==> config.mk <==
export PLATFORM = sky130hd
export DESIGN_NAME = mm_regif
export DESIGN_NICKNAME = d
export VERILOG_FILES = /design/src/rtl/mm_regif_pkg.sv /design/src/rtl/mm_port_decode.sv /design/src/rtl/mm_bank_regs.sv /design/src/rtl/mm_mirror_mux.sv /design/src/rtl/mm_regif.sv
export SDC_FILE = /design/constraint.sdc
export NUM_CORES = 1
export LEC_CHECK = 0
export ABC_AREA = 1
export BUFFER_PORTS_ARGS = -buffer_cell sky130_fd_sc_hd__buf_2
export CORE_MARGIN = 5
export CORE_UTILIZATION = 42
export DETAILED_ROUTE_END_ITERATION = 10
export PLACE_DENSITY = 0.8
export SLEW_MARGIN = 20
export SYNTH_ARGS = -nofsm -noshare
export SYNTH_HDL_FRONTEND = slang
export SYNTH_SLANG_ARGS = --single-unit
==> constraint.sdc <==
create_clock -name clk -period 2.17 [get_ports clk]
set_input_delay 0.1085 -clock clk [delete_from_list [all_inputs] [get_ports clk]]
set_output_delay 0.1085 -clock clk [all_outputs]
set_load 0.03 [all_outputs]
==> src/rtl/mm_regif_pkg.sv <==
`timescale 1ns/1ps
package mm_regif_pkg;

   // Register index as formed from {data[7], data[0]} on an index-port write.
   typedef enum logic [1:0] {
      IDX_CHR   = 2'b00,
      IDX_PRG   = 2'b01,
      IDX_MODE  = 2'b10,
      IDX_OUTER = 2'b11
   } reg_idx_e;

   // Mirroring code held in the two low mode bits.
   typedef enum logic [1:0] {
      MIR_ONE_A = 2'b00,
      MIR_ONE_B = 2'b01,
      MIR_VERT  = 2'b10,
      MIR_HORZ  = 2'b11
   } mirror_e;

   localparam int MODE_MIR_LO  = 0;
   localparam int MODE_MIR_HI  = 1;
   localparam int BANK_MIR_BIT = 4;
   localparam int IDX_HI_BIT   = 7;
   localparam int IDX_LO_BIT   = 0;

   function automatic reg_idx_e idx_from_byte(input logic [7:0] b);
      return reg_idx_e'({b[IDX_HI_BIT], b[IDX_LO_BIT]});
   endfunction

endpackage

==> src/rtl/mm_port_decode.sv <==
`timescale 1ns/1ps
module mm_port_decode #(
   parameter int               ADDR_W    = 16,
   parameter logic [ADDR_W-1:0] IDX_MASK  = 16'hF000,
   parameter logic [ADDR_W-1:0] IDX_MATCH = 16'h5000,
   parameter logic [ADDR_W-1:0] DAT_MASK  = 16'h8000,
   parameter logic [ADDR_W-1:0] DAT_MATCH = 16'h8000
) (
   input  logic [ADDR_W-1:0] addr,
   input  logic              wr,
   output logic              idx_we,
   output logic              dat_we
);

   localparam logic [ADDR_W-1:0] OVERLAP = IDX_MASK & DAT_MASK;

   // The two windows must not claim the same address.
   if (((IDX_MATCH & OVERLAP) == (DAT_MATCH & OVERLAP)))
      $error("mm_port_decode: index and data windows overlap");
   if ((IDX_MATCH & ~IDX_MASK) != '0)
      $error("mm_port_decode: index match has bits outside its mask");
   if ((DAT_MATCH & ~DAT_MASK) != '0)
      $error("mm_port_decode: data match has bits outside its mask");

   logic idx_hit;
   logic dat_hit;

   always_comb begin
      idx_hit = ((addr & IDX_MASK) == IDX_MATCH);
      dat_hit = ((addr & DAT_MASK) == DAT_MATCH);
      idx_we  = wr && idx_hit;
      dat_we  = wr && dat_hit;
   end

endmodule

==> src/rtl/mm_bank_regs.sv <==
`timescale 1ns/1ps
module mm_bank_regs
   import mm_regif_pkg::*;
#(
   parameter int              DATA_W      = 8,
   parameter int              REG_W       = 6,
   parameter int              CHR_W       = 2,
   parameter int              PRG_W       = 4,
   parameter bit              MIRROR_LINK = 1'b1,
   parameter logic [REG_W-1:0] MODE_INIT  = 6'h08,
   parameter logic [REG_W-1:0] OUTER_INIT = 6'h3F
) (
   input  logic              clk,
   input  logic              rst,
   input  logic              idx_we,
   input  logic              dat_we,
   input  logic [DATA_W-1:0] data,
   output reg_idx_e          idx,
   output logic [CHR_W-1:0]  chr,
   output logic [PRG_W-1:0]  prg,
   output logic [REG_W-1:0]  mode,
   output logic [REG_W-1:0]  outer
);

   if (DATA_W != 8)
      $error("mm_bank_regs: index decode needs an 8-bit data bus");
   if (REG_W != 6)
      $error("mm_bank_regs: mode layout needs six-bit registers");
   if (CHR_W < 1 || CHR_W > BANK_MIR_BIT)
      $error("mm_bank_regs: CHR field collides with the mirroring bit");
   if (PRG_W < 1 || PRG_W > BANK_MIR_BIT)
      $error("mm_bank_regs: PRG field collides with the mirroring bit");

   // Power-up values; no reset branch restores them.
   reg_idx_e         idx_q   = IDX_CHR;
   logic [CHR_W-1:0] chr_q   = '0;
   logic [PRG_W-1:0] prg_q   = '0;
   logic [REG_W-1:0] mode_q  = MODE_INIT;
   logic [REG_W-1:0] outer_q = OUTER_INIT;

   logic link_en;
   logic unused_data_bit;

   assign unused_data_bit = data[IDX_HI_BIT-1];

   // Variant: whether bank writes may rewrite the low mirroring bit.
   if (MIRROR_LINK) begin : g_link
      assign link_en = !mode_q[MODE_MIR_HI];
   end else begin : g_nolink
      assign link_en = 1'b0;
   end

   always_ff @(posedge clk) begin
      if (!rst) begin
         if (idx_we)
            idx_q <= idx_from_byte(data);
         if (dat_we) begin
            unique case (idx_q)
               IDX_CHR: begin
                  chr_q <= data[CHR_W-1:0];
                  if (link_en)
                     mode_q[MODE_MIR_LO] <= data[BANK_MIR_BIT];
               end
               IDX_PRG: begin
                  prg_q <= data[PRG_W-1:0];
                  if (link_en)
                     mode_q[MODE_MIR_LO] <= data[BANK_MIR_BIT];
               end
               IDX_MODE:  mode_q  <= data[REG_W-1:0];
               IDX_OUTER: outer_q <= data[REG_W-1:0];
            endcase
         end
      end
   end

   assign idx   = idx_q;
   assign chr   = chr_q;
   assign prg   = prg_q;
   assign mode  = mode_q;
   assign outer = outer_q;

endmodule

==> src/rtl/mm_mirror_mux.sv <==
`timescale 1ns/1ps
module mm_mirror_mux
   import mm_regif_pkg::*;
(
   input  logic [1:0] mir_code,
   input  logic       ppu_a10,
   input  logic       ppu_a11,
   output logic       ciram_a10
);

   mirror_e sel;

   always_comb begin
      sel = mirror_e'(mir_code);
      unique case (sel)
         MIR_ONE_A: ciram_a10 = 1'b0;
         MIR_ONE_B: ciram_a10 = 1'b1;
         MIR_VERT:  ciram_a10 = ppu_a10;
         MIR_HORZ:  ciram_a10 = ppu_a11;
      endcase
   end

endmodule

==> src/rtl/mm_regif.sv <==
`timescale 1ns/1ps
module mm_regif
   import mm_regif_pkg::*;
#(
   parameter int               ADDR_W      = 16,
   parameter int               DATA_W      = 8,
   parameter int               REG_W       = 6,
   parameter int               CHR_W       = 2,
   parameter int               PRG_W       = 4,
   parameter logic [ADDR_W-1:0] IDX_MASK   = 16'hF000,
   parameter logic [ADDR_W-1:0] IDX_MATCH  = 16'h5000,
   parameter logic [ADDR_W-1:0] DAT_MASK   = 16'h8000,
   parameter logic [ADDR_W-1:0] DAT_MATCH  = 16'h8000,
   parameter bit               MIRROR_LINK = 1'b1,
   parameter logic [REG_W-1:0]  MODE_INIT  = 6'h08,
   parameter logic [REG_W-1:0]  OUTER_INIT = 6'h3F
) (
   input  logic              clk,
   input  logic              rst,
   input  logic [15:0]       cpu_addr,
   input  logic [7:0]        cpu_data,
   input  logic              cpu_wr,
   input  logic              ppu_a10,
   input  logic              ppu_a11,
   output logic [1:0]        chr_bank,
   output logic [3:0]        prg_bank,
   output logic [5:0]        mode_reg,
   output logic [5:0]        outer_bank,
   output logic              ciram_a10
);

   if (ADDR_W != 16 || DATA_W != 8 || REG_W != 6 || CHR_W != 2 || PRG_W != 4)
      $error("mm_regif: port widths are fixed for this controller");

   logic     idx_we;
   logic     dat_we;
   reg_idx_e cur_idx;

   mm_port_decode #(
      .ADDR_W    (ADDR_W),
      .IDX_MASK  (IDX_MASK),
      .IDX_MATCH (IDX_MATCH),
      .DAT_MASK  (DAT_MASK),
      .DAT_MATCH (DAT_MATCH)
   ) u_decode (
      .addr   (cpu_addr),
      .wr     (cpu_wr),
      .idx_we (idx_we),
      .dat_we (dat_we)
   );

   mm_bank_regs #(
      .DATA_W      (DATA_W),
      .REG_W       (REG_W),
      .CHR_W       (CHR_W),
      .PRG_W       (PRG_W),
      .MIRROR_LINK (MIRROR_LINK),
      .MODE_INIT   (MODE_INIT),
      .OUTER_INIT  (OUTER_INIT)
   ) u_regs (
      .clk    (clk),
      .rst    (rst),
      .idx_we (idx_we),
      .dat_we (dat_we),
      .data   (cpu_data),
      .idx    (cur_idx),
      .chr    (chr_bank),
      .prg    (prg_bank),
      .mode   (mode_reg),
      .outer  (outer_bank)
   );

   mm_mirror_mux u_mirror (
      .mir_code  (mode_reg[MODE_MIR_HI:MODE_MIR_LO]),
      .ppu_a10   (ppu_a10),
      .ppu_a11   (ppu_a11),
      .ciram_a10 (ciram_a10)
   );

endmodule

After elaboration in Yosys (flattened, before gate mapping)
Cells that the tools add are included.
- eq/ne operators: 8
- mux-type cells: 3
- bitwise logic cells: 1
- reductions and logical operators: 12
- operator list (kind ; count):
    AND reduction 3 bit ; 4
    equality test 2 bit (second input constant) ; 4
    equality test 2 x 1 -> 1 bit (second input constant) ; 2
    equality test 4 x 3 -> 1 bit (second input constant) ; 1
    logical NOT 2 bit ; 2
    one-hot mux 1 bit (4 select lines) ; 1
    AND reduction 4 bit ; 1
    logical AND 1 bit ; 2
    inequality test 2 bit (second input constant) ; 1
    one-hot mux 1 bit (2 select lines) ; 1
    AND reduction 2 bit ; 1
    nonzero test 2 bit ; 1
    OR reduction 2 bit ; 1
    2-to-1 mux 1 bit ; 1
    inverter 1 bit ; 1
- bits in registers: 20
- input bits: 29
- output and inout port bits: 19
- logic and storage cells: 30

Logic depth before layout (Yosys ltp)
- depth after elaboration: 4
- gate-level depth with buffers: 4
- depth with buffers taken out: 4

By module
A second synthesis with hierarchy kept.
- cell total of the unflattened synthesis: 53
- area total of the unflattened synthesis: 730.7 µm²
- modules (own cells, without submodules) (module ; instances ; cells an instance ; area an instance (µm²) ; seq. area each (µm²)):
    mm_bank_regs ; 1 ; 40 ; 679.4 ; 600.6
    mm_port_decode ; 1 ; 7 ; 27.5 ; 0.0
    mm_mirror_mux ; 1 ; 6 ; 23.8 ; 0.0

Worst setup path after synthesis
No wires, ideal clock.
- kind: reg-to-reg
- from: register u_regs.idx_q[0], in the netlist u_regs.idx[0]
- to: register u_regs.mode_q[1], in the netlist u_regs.mode[1], enable pin
- library setup time: 0.340 ns
- arrival: 0.798 ns
- required time: 1.830 ns
- path slack: 1.032 ns
- cell stages (with the launch flop): 4
- path buffers: 0
- clock period less this slack: 1.138 ns
- cell sequence: edfxtp_1 > inv_1 > nand2_1 > nor2_1
- cells in the longest elaborated chain, start to end: 2
- ends and longest elaborated chain (element ; line ; RTL):
    start, declared ; mm_bank_regs.sv:35 ; reg_idx_e idx_q = IDX_CHR;
    start signal, assigned ; mm_bank_regs.sv:56 ; idx_q <= idx_from_byte(data);
    equality test 2 bit ; mm_bank_regs.sv:58 ; unique case (idx_q)
    AND reduction 3 bit (no source line) ; n/a ;
    end signal, assigned by index ; mm_bank_regs.sv:62 ; mode_q[MODE_MIR_LO] <= data[BANK_MIR_BIT];
    end signal, assigned by index ; mm_bank_regs.sv:67 ; mode_q[MODE_MIR_LO] <= data[BANK_MIR_BIT];
    end signal, assigned ; mm_bank_regs.sv:69 ; IDX_MODE: mode_q <= data[REG_W-1:0];
    end, declared ; mm_bank_regs.sv:38 ; logic [REG_W-1:0] mode_q = MODE_INIT;
No other way between the ends.
A chain may end at the register's enable or synchronous reset.

Final worst setup path
Ends and elaborated chain as after synthesis.

==> flow_metrics.py <==
metrics = {
    "synthesis": {
        "synthAdderAreaFrac_pct": 0,
        "yosysWarnings": 0,
        "yosys_register_bits": 20,
        "synth_top_family_by_area": "simple AND/OR/NAND/NOR gates",
        "avgSynthCellArea_um2": 14.8,
        "synth_nets": 78,
        "post-synth-top-count-cell": "edfxtp_1",
        "synth_edf_count": 20,
        "ys.flop_type": "edfxtp_1",
        "synth.area.mux_share_pct": 0,
        "post_synth_most_frequent_cells": "edfxtp_1, nand2_1, nor2_1",
        "synthArstFlopShare_pct": 0,
        "synthSimpleGateAreaFrac_pct": 14.4,
        "yosysTopAreaCell": "edfxtp_1",
        "synthesis.area_um2": 723,
        "synth-xor-area-share_pct": 0,
        "netlist_top_cells_area": "edfxtp_1, nand2_1, nor2_1",
        "ys_types": 9,
        "synth_top_area_share_pct": 83.0,
        "synthCells": 49,
        "yosysSeqAreaShare_pct": 83.0,
        "synth-compound-area-share_pct": 0,
    },
    "floorplanning": {
        "ios": 48,
        "die_x_um": 51.5,
        "die_area_mm2": 0.00265,
        "num_rows": 15,
        "core_area_mm2": 0.00169,
        "die_y_um": 51.5,
        "start_util_pct": 42.8,
    },
    "power_and_ir_drop": {
        "cellPowerDensity_mw_per_mm2": 665,
        "power.total_mw": 0.639,
        "leakage_nw": 0.419,
        "peakVddDrop_uv": 419,
    },
    "finish": {
        "fin_nets": 119,
        "fill_cells": 137,
        "n_antenna_cell": 0,
        "area_growth_pct": 32.9,
        "stdcell_count": 106,
        "drive_gt1_share_pct": 44.9,
    },
    "clock_tree": {
        "clkLatencyLatePin_ns": 0.29,
        "htree_levels": 1,
        "path_clk_slew_ns": 0.11,
        "clock_sinks": 20,
        "cts_root_buffer": "clkbuf_4",
        "cts_made_buffers": 3,
        "cts_tree": "yes",
        "cts_max_path_buffers": 2,
        "cts_resized": 0,
    },
    "sta": {
        "period_share_pct": 61.8,
        "finalHoldWorstSlack_ns": 0.0107,
        "finalSetupViolCount": 0,
        "fmax_mhz": 745,
        "timing_worst_slew_pin_value_ns": 0.545,
        "finalSetupTns_ns": 0,
        "max_slew_margin_pct": 63.5,
        "rsz0062_at_grt": "no",
        "fin_ws_ns": 0.828,
        "finalHoldViolCount": 0,
        "min_period_ns": 1.34,
        "drv_slew": 0,
        "fin_skew_ns": 0.00669,
    },
    "global_routing": {
        "gr-total-overflow": 0,
        "grt_usage_pct": 10.9,
        "grt_pass1_vias": 497,
        "grt_max_degree": 12,
        "grt_first_pass_wirelength_um": 2100,
        "antenna_found_initial": 0,
    },
    "worst_setup_path": {
        "cp_top_family": "simple AND/OR/NAND/NOR gates",
        "r2r_slack_ns": 0.83,
        "cp_cell_sequence": "inv_1, nand2_1, nor2_1",
        "critical_path_buf_inv_count": 1,
        "start_kind": "flip-flop",
        "r2r_start": "u_regs.idx[0]$_DFFE_PP_",
        "worstPathArrival_ns": 1.29,
        "path_class": "reg2reg",
        "r2r_end": "u_regs.mode[1]$_DFFE_PP_",
        "critPathMaxFanout": 5,
        "r2r_cells": 3,
        "required_ns": 2.11,
        "cp-end-kind": "flip-flop",
        "cp_slowest_cell": "edfxtp_1",
        "slowest_delay_ns": 0.42,
    },
    "placement": {
        "post-place-ws_ns": 0.839,
        "port_buffers": 34,
        "place_hpwl_um": 1070,
        "place.gp.congestion": 0.745,
        "dp.cells": 100,
    },
    "outcome": {
        "run_status": "finished clean",
    },
    "detailed_routing": {
        "antenna_left": 0,
        "first_pass_iters": 4,
        "vias": 500,
        "wl_per_cell_um": 12.8,
        "drtIter0Drc": 5,
        "vias_per_cell": 4.72,
        "drc": 0,
        "routed_wl_um": 1360,
    },
    "worst_hold_path": {
        "min_from": "cpu_data[2]",
        "hold_end": "u_regs.prg[2]$_DFFE_PP_",
        "hold-path-cell-count": 1,
        "hold_class": "in2reg",
    },
    "job": {
        "max_cap_violations": 0,
    },
}
-- repair_timing --
action / in CTS / in global routing
hold buffers: 2 / 0
hold endpoints to repair: 3 / 0
setup buffers: 0 / 0
-- cell usage in the layout, fill, tap and decap left out --
cell           count
buf_2             34
edfxtp_1          20
nand2_1           14
nor2_1             6
inv_1              4
clkbuf_4           3
dlygate4sd3_1      2
nand3b_1           1
nand3_2            1
inv_2              1
nor2_2             1
nand3_1            1
clkinv_1           1
-- final cells by class --
cell class / instances / area [µm²] / area share [%]
Sequential cell: 20 / 601 / 62.5
Inverter: 5 / 18.8 / 1.95
Clock buffer: 3 / 22.5 / 2.34
Clock inverter: 1 / 3.75 / 0.391
Tap cell: 17 / 21.3 / 2.21
Timing Repair Buffer: 36 / 190 / 19.8
Multi-Input combinational cell: 24 / 104 / 10.8
-- kinds of logic after synthesis --
| family | Yosys count |
|---|---|
| AND/OR/NAND/NOR | 24 |
| flip-flops | 20 |
| buffers and inverters | 5 |
-- worst max path at each step --
stage	startpoint	to	cells after the start
floorplan	u_regs.idx[0]$_DFFE_PP_	u_regs.mode[1]$_DFFE_PP_	3
global placement	u_regs.idx[0]$_DFFE_PP_	u_regs.mode[3]$_DFFE_PP_	3
detailed placement	u_regs.idx[0]$_DFFE_PP_	u_regs.mode[5]$_DFFE_PP_	3
CTS	u_regs.idx[0]$_DFFE_PP_	u_regs.mode[5]$_DFFE_PP_	3
global route	u_regs.idx[0]$_DFFE_PP_	u_regs.mode[1]$_DFFE_PP_	3
finish	u_regs.idx[0]$_DFFE_PP_	u_regs.mode[1]$_DFFE_PP_	3
-- layer usage --
metal	wire, µm	track usage, %	part of all wire [%]	vias to the layer above
li1	-	-	-	245
met1	470	11.1	35	224
met2	738	20.6	54	27
met3	119	0.860	8.8	4
met4	30	7.86	2.2	0
met5	0	0	0	-
-- power by group --
part           leakage, nW  switching (mW)  total (mW)  internal, mW
registers            0.181         0.00110       0.429         0.428
logic                0.223          0.0226      0.0398        0.0172
clock network       0.0154           0.103       0.170        0.0669
total                0.419           0.127       0.639         0.512
-- metrics by stage --
stage | area (µm²) | util, %
2_1_floorplan | 723 | -
3_3_place_gp | 915 | 54.1
6_report | 961 | 56.9
3_5_place_dp | 915 | 54.1
4_1_cts | 961 | 56.9
5_1_grt | 961 | 56.9
(Power assumes the default switching activity.)
